**src/rtl/e1tx_pkg.sv**
```systemverilog
package e1tx_pkg;
  localparam int SLOTS     = 32;
  localparam int SLOT_BITS = 8;
  localparam int FRAMES    = 16;
  localparam int POS_W     = $clog2(SLOTS * SLOT_BITS);
  localparam int FRM_W     = $clog2(FRAMES);
  localparam int TS_W      = $clog2(SLOTS);
  localparam int BIT_W     = $clog2(SLOT_BITS);

  typedef logic [POS_W-1:0] pos_t;
  typedef logic [FRM_W-1:0] frm_t;
  typedef logic [BIT_W-1:0] bit_t;

  typedef enum logic [1:0] {
    TSP_NONE  = 2'd0,
    TSP_ALL   = 2'd1,
    TSP_SI    = 2'd2,
    TSP_SPARE = 2'd3
  } tsp_e;

  // one shift of the x^4+x+1 check register
  function automatic logic [3:0] crc4_step(logic [3:0] c, logic b);
    logic fb;
    fb = c[3] ^ b;
    return {c[2:0], 1'b0} ^ {2'b00, fb, fb};
  endfunction

  // synthesized timeslot 0 bit for bit index b of frame f
  function automatic logic ts0_bit(bit_t b, frm_t f, logic crc_on, logic rai,
                                   logic [1:0] e, logic [3:0] crc);
    logic [7:0] align;
    logic [7:0] mfa;
    align = 8'b0001_1011;
    mfa   = 8'b0000_1011;
    if (!f[0]) begin
      if (b == '0) return crc_on ? crc[2'd3 - f[2:1]] : 1'b1;
      return align[3'd7 - b];
    end
    if (b == '0) begin
      if (!crc_on) return 1'b1;
      if (f == 4'd13) return e[0];
      if (f == 4'd15) return e[1];
      return mfa[3'd5 - f[3:1]];
    end
    if (b == 3'd2) return rai;
    return 1'b1;
  endfunction
endpackage

```
**src/rtl/e1tx_count.sv**
```systemverilog
module e1tx_count
  import e1tx_pkg::*;
(
  input  logic clk,
  input  logic rst_n,
  input  logic fstart,
  output pos_t pos,
  output frm_t frm
);
  localparam pos_t LAST = pos_t'(SLOTS * SLOT_BITS - 1);

  pos_t pos_q;
  frm_t frm_q;
  logic wrap;

  assign wrap = fstart || (pos_q == LAST);
  assign pos  = wrap ? '0 : pos_q + 1'b1;
  assign frm  = wrap ? frm_q + 1'b1 : frm_q;

  always_ff @(posedge clk) begin
    if (!rst_n) begin
      pos_q <= LAST;
      frm_q <= '1;
    end else begin
      pos_q <= pos;
      frm_q <= frm;
    end
  end


  pos_step_chk: assert property (@(posedge clk) disable iff (!rst_n)
    (pos != '0) |-> (pos == $past(pos) + 1'b1));


  frm_hold_chk: assert property (@(posedge clk) disable iff (!rst_n)
    (pos != '0) |-> (frm == $past(frm)));
endmodule

```
**src/rtl/e1tx_crc.sv**
```systemverilog
module e1tx_crc
  import e1tx_pkg::*;
(
  input  logic       clk,
  input  logic       rst_n,
  input  logic       smf_start,
  input  logic       bit_in,
  output logic [3:0] crc_now
);
  logic [3:0] run_q;
  logic [3:0] hold_q;

  always_ff @(posedge clk) begin
    if (!rst_n) begin
      run_q  <= '0;
      hold_q <= '0;
    end else if (smf_start) begin
      hold_q <= run_q;
      run_q  <= crc4_step(4'd0, bit_in);
    end else begin
      run_q  <= crc4_step(run_q, bit_in);
    end
  end

  // the sub-multiframe just closed is usable in its own start cycle
  assign crc_now = smf_start ? run_q : hold_q;


  hold_stable_chk: assert property (@(posedge clk) disable iff (!rst_n)
    !smf_start |=> $stable(hold_q));
endmodule

```
**src/rtl/e1tx_framer.sv**
```systemverilog
module e1tx_framer
  import e1tx_pkg::*;
(
  input  logic              clk,
  input  logic              rst_n,
  input  logic              fstart,
  input  logic              din,
  input  logic              crc_mode,
  input  logic              rai,
  input  logic              auto_e,
  input  logic [1:0]        rx_err,
  input  logic [1:0]        e_bits,
  input  logic [1:0]        tsp_mode,
  input  logic [SLOT_BITS-1:0] idle_byte,
  input  logic [SLOTS-1:0]  idle_mask,
  output logic              dout
);
  localparam logic [7:0] ALIGN_REF = 8'b0001_1011;

  pos_t              pos;
  frm_t              frm;
  logic [TS_W-1:0]   ts;
  bit_t              b;
  logic              smf_start;
  logic              crc_slot;
  logic [3:0]        crc_now;
  logic [1:0]        e_sel;
  logic              synth;
  logic              out_c;
  logic              crc_in;
  logic              dout_q;

  e1tx_count u_cnt (
    .clk    (clk),
    .rst_n  (rst_n),
    .fstart (fstart),
    .pos    (pos),
    .frm    (frm)
  );

  assign ts        = pos[POS_W-1:BIT_W];
  assign b         = pos[BIT_W-1:0];
  assign smf_start = (pos == '0) && (frm[FRM_W-2:0] == '0);
  assign crc_slot  = crc_mode && (ts == '0) && (b == '0) && !frm[0];
  assign e_sel     = auto_e ? ~rx_err : e_bits;
  assign synth     = ts0_bit(b, frm, crc_mode, rai, e_sel, crc_now);

  always_comb begin
    out_c = din;
    if (idle_mask[ts]) begin
      out_c = idle_byte[3'd7 - b];
    end else if (ts == '0) begin
      unique case (tsp_e'(tsp_mode))
        TSP_ALL:   out_c = din;
        TSP_SI:    out_c = (b == '0) ? din : synth;
        TSP_SPARE: out_c = (frm[0] && b >= 3'd3) ? din : synth;
        default:   out_c = synth;
      endcase
    end
  end

  assign crc_in = crc_slot ? 1'b0 : out_c;

  e1tx_crc u_crc (
    .clk       (clk),
    .rst_n     (rst_n),
    .smf_start (smf_start),
    .bit_in    (crc_in),
    .crc_now   (crc_now)
  );

  always_ff @(posedge clk) begin
    if (!rst_n) dout_q <= 1'b0;
    else        dout_q <= out_c;
  end
  assign dout = dout_q;

  // named events for the checks
  logic ts0_own;
  logic fas_slot;
  logic fas_exp;
  logic rai_slot;
  logic idle_hit;
  logic idle_bit;
  logic pass_slot;
  assign ts0_own   = (ts == '0) && !idle_mask[0] && (tsp_mode != TSP_ALL);
  assign fas_slot  = ts0_own && !frm[0] && (b != '0);
  assign fas_exp   = ALIGN_REF[3'd7 - b];
  assign rai_slot  = ts0_own && frm[0] && (b == 3'd2);
  assign idle_hit  = idle_mask[ts];
  assign idle_bit  = idle_byte[3'd7 - b];
  assign pass_slot = (ts != '0) && !idle_mask[ts];


  fas_chk: assert property (@(posedge clk) disable iff (!rst_n)
    fas_slot |=> (dout == $past(fas_exp)));


  rai_chk: assert property (@(posedge clk) disable iff (!rst_n)
    rai_slot |=> (dout == $past(rai)));


  idle_chk: assert property (@(posedge clk) disable iff (!rst_n)
    idle_hit |=> (dout == $past(idle_bit)));


  pass_chk: assert property (@(posedge clk) disable iff (!rst_n)
    pass_slot |=> (dout == $past(din)));


  always_ff @(posedge clk) begin
    if (!rst_n) reset_out_chk: assert (dout_q == 1'b0 || $past(rst_n));
  end
endmodule

```
**config.mk**
```make
export PLATFORM = sky130hd
export DESIGN_NAME = e1tx_framer
export DESIGN_NICKNAME = d
export VERILOG_FILES = /design/src/rtl/e1tx_pkg.sv /design/src/rtl/e1tx_count.sv /design/src/rtl/e1tx_crc.sv /design/src/rtl/e1tx_framer.sv
export SDC_FILE = /design/constraint.sdc
export NUM_CORES = 1
export LEC_CHECK = 0
export BUFFER_PORTS_ARGS = -buffer_cell sky130_fd_sc_hd__buf_2
export CAP_MARGIN = 10
export CORE_ASPECT_RATIO = 0.8
export CORE_MARGIN = 2
export CORE_UTILIZATION = 25
export CTS_CLUSTER_SIZE = 10
export DETAILED_ROUTE_END_ITERATION = 7
export GPL_TIMING_DRIVEN = 0
export PLACE_DENSITY = 0.45
export SYNTH_ARGS = -nofsm -noshare
export SYNTH_HDL_FRONTEND = slang
export SYNTH_SLANG_ARGS = --single-unit
```
**constraint.sdc**
```tcl
create_clock -name clk -period 3.5 [get_ports clk]
set_input_delay 0.35 -clock clk [delete_from_list [all_inputs] [get_ports clk]]
set_output_delay 0.35 -clock clk [all_outputs]
set_load 0.02 [all_outputs]
```
==> impl_metrics.json <==
{
  "status": "complete, no violations",
  "intPower_uw": 544,
  "peakVddDrop_mv": 0.211,
  "synth_seq_area_share_pct": 23.6,
  "hold_viol_final": 0,
  "p_switching_uw": 316,
  "report.final.slew_viol_count": 0,
  "cts_buffers": 3,
  "grt_overflow_total": 0,
  "synthArstFlopShare_pct": 0,
  "synthXorXnorAreaFrac_pct": 4.43,
  "powerDensity_nw_per_um2": 376,
  "synth_top_area_share_pct": 23.6,
  "timing.final.crit_share_pct": 93.4,
  "synthMuxAreaShare_pct": 24.0,
  "final_common_cell": "buf_2",
  "drive_gt1_share_pct": 32.2,
  "fp.dieW_um": 98.3,
  "dieArea_sq_um": 7810,
  "max_slew_margin_pct": 61.3,
  "grt_pass1_wl_mm": 8.14,
  "fmax_ghz": 0.306,
  "synthSimpleGateAreaFrac_pct": 20.0,
  "grt_max_degree": 13,
  "crit_path_start_kind": "flip-flop",
  "worstMarginPinSlew_ns": 0.565,
  "synth_top_area_cell": "dfxtp_1",
  "clock-skew-final_ns": 0.00517,
  "antenna_found_initial": 0,
  "setup_slack_ns": 0.230,
  "synthesis.area_sq_um": 1780,
  "synthAdderAreaFrac_pct": 2.11,
  "ctsHtreeMaxLevel": 1,
  "mostFrequentLayoutCells": "54 x buf_2, 37 x mux2i_1, 17 x nand2_1, 17 x dfxtp_1",
  "setup_tns_ns": 0,
  "worst_hold_slack_ns": 0.357,
  "syn_inst": 213,
  "rsz0062_at_grt": "false",
  "vias_per_cell": 4.75,
  "die_y_um": 79.5,
  "core_sq_um": 6890,
  "hold_buffers": 0,
  "combPwrFrac_pct": 46.5,
  "hold_class": "primary input to flip-flop",
  "leakagePower_uw": 0.00105,
  "final.fill_count": 751,
  "holdPathStages": 2,
  "yosys_most_used_dff": "dfxtp_1",
  "grt_pass1_vias": 1741,
  "synth_compound_area_share_pct": 20.1,
  "io_buffer_count": 53,
  "synth_area_per_cell_sq_um": 8.35,
  "drt-initial-drc-count": 70,
  "power.share.clock_pct": 19.0,
  "rows": 27,
  "synth_top_family_by_area": "multiplexers",
  "reg2regPathDepth": 15,
  "io_pins": 54,
  "wl_mm": 4.65,
  "clk_pin_slew_ns": 0.08,
  "ys_warn_count": 0,
  "nets": 333,
  "critical_path_class": "flip-flop to flip-flop",
  "drt_first_pass_iters": 4,
  "synth.area.top_cells": "dfxtp_1 24%, mux2i_1 21%, o21ai_0 4.5%",
  "initial_core_util_pct": 25.8,
  "cp-end-kind": "flip-flop",
  "cp_max_fo": 7,
  "area.growth.synth_to_final_pct": 28.5,
  "wl_per_cell_um": 12.8,
  "clk_latency_ns": 0.26,
  "final_util_pct": 33.2,
  "cts-root-buf": "clkbuf_8",
  "cts_buffer_depth": 2,
  "period_needed_ns": 3.27,
  "dp_hpwl_mm": 3.62,
  "antenna_cells": 0,
  "cts_tree": "yes",
  "synth-seq-cells": 21,
  "cts.sinks": 21,
  "finalSetupViolCount": 0,
  "vias": 1723,
  "synth_edf_count": 0,
  "grt_usage_pct": 12.5,
  "cp.arrival_ns": 3.42,
  "cap_violations": 0,
  "dp_slack_ns": -0.365,
  "drc": 0,
  "place.gp.congestion": 0.755,
  "final_antenna_net_count": 0,
  "crit_required_ns": 3.65,
  "synth_nets": 269,
  "total_power_uw": 860,
  "power_frac_seq_pct": 34.5,
  "p_sw_share_pct": 36.7,
  "ys_types": 49
}
## power groups by stage
stage	sequential (uW)	combinational, uW	clock (uW)
global placement	299	386	0
finish	297	400	163
global route	302	454	184
CTS	294	389	169
floorplan	296	287	0
detailed placement	300	383	0
## routing by layer
metal,vias up,GRT usage (%),wire [um]
li1,907,-,-
met1,791,17.6,2430
met2,23,20.3,2070
met3,2,2.28,129
met4,0,1.64,24
met5,-,0,0
## critical path, cell delays in order, from the launching register on
cell and delay (ns):
dfxtp_4 0.36, ha_4 0.16, and4_4 0.17, a21o_1 0.18, buf_6 0.14, and2_1 0.16, xnor2_1 0.26, inv_1 0.11
ha_1 0.31, o211ai_1 0.12, mux2i_1 0.16, a21oi_1 0.09, a221o_1 0.34, a21oi_4 0.19, o32ai_1 0.10, a311o_1 0.29
## final timing paths
kind	start	slack, ns	end
worst min register to register	u_crc.run_q[2]	0.49	u_crc.run_q[3]
worst max register to register	u_cnt.pos_q[0]	0.23	u_crc.run_q[1]
worst min-delay path	rst_n	0.36	u_cnt.pos_q[0]
worst max-delay path	u_cnt.pos_q[0]	0.23	u_crc.run_q[1]
## synthesized netlist by cell type (all sizes together) (2+ instances only)
cell and instances:
mux2i 37, dfxtp 21, nand2 17, nor2 17, o21ai 16, inv 10
nand3 9, a21oi 8, xnor2 8, clkbuf 7, and3 6, buf 4
o211ai 4, a311o 3, and2 3, ha 3, mux2 3, nand2b 3
nand4 3, nor3b 3, or2 3, a21boi 2, a221o 2, o32ai 2
## layout make-up
type / count / area (sq um) / share of cell area [%]
timing repair buffer: 59 / 310 / 13.6
clock buffer: 3 / 41.3 / 1.81
buffer: 11 / 76.3 / 3.34
tap: 87 / 109 / 4.76
clock inverter: 1 / 5.00 / 0.219
multi-input combinational: 171 / 1280 / 55.9
sequential: 21 / 428 / 18.7
inverter: 10 / 37.5 / 1.64
## sequential cells by signal (all words and copies together), names as in the netlist
| signal | cells |
|---|---|
| u_crc.run_q | 4 |
| u_cnt.pos_q | 8 |
| u_cnt.frm_q | 4 |
| dout | 1 |
| u_crc.hold_q | 4 |
## timing repair
item / CTS / global route
endpoints found under the setup margin: 3 / 3
gates resized for setup: 4 / 9
pin swaps: 1 / 8
buffers inserted: 1 / 5
## metrics by stage
| stage | cells | cell area, sq um |
|---|---|---|
| 2_1_floorplan | 213 | 1780 |
| 3_3_place_gp | 353 | 2150 |
| 3_5_place_dp | 353 | 2150 |
| 4_1_cts | 358 | 2220 |
| 6_report | 363 | 2290 |
| 5_1_grt | 363 | 2290 |
## cells by family (layout without fill, tap and decap cells)
| logic type | count (synthesis) | count (layout) |
|---|---|---|
| simple gates | 68 | 68 |
| compound gates | 50 | 50 |
| mux | 41 | 41 |
| flops | 21 | 21 |
| buf+inv | 21 | 84 |
| xor+xnor | 9 | 9 |
| fa+ha+maj | 3 | 3 |
No activity file was read; power rests on OpenSTA's default activity.
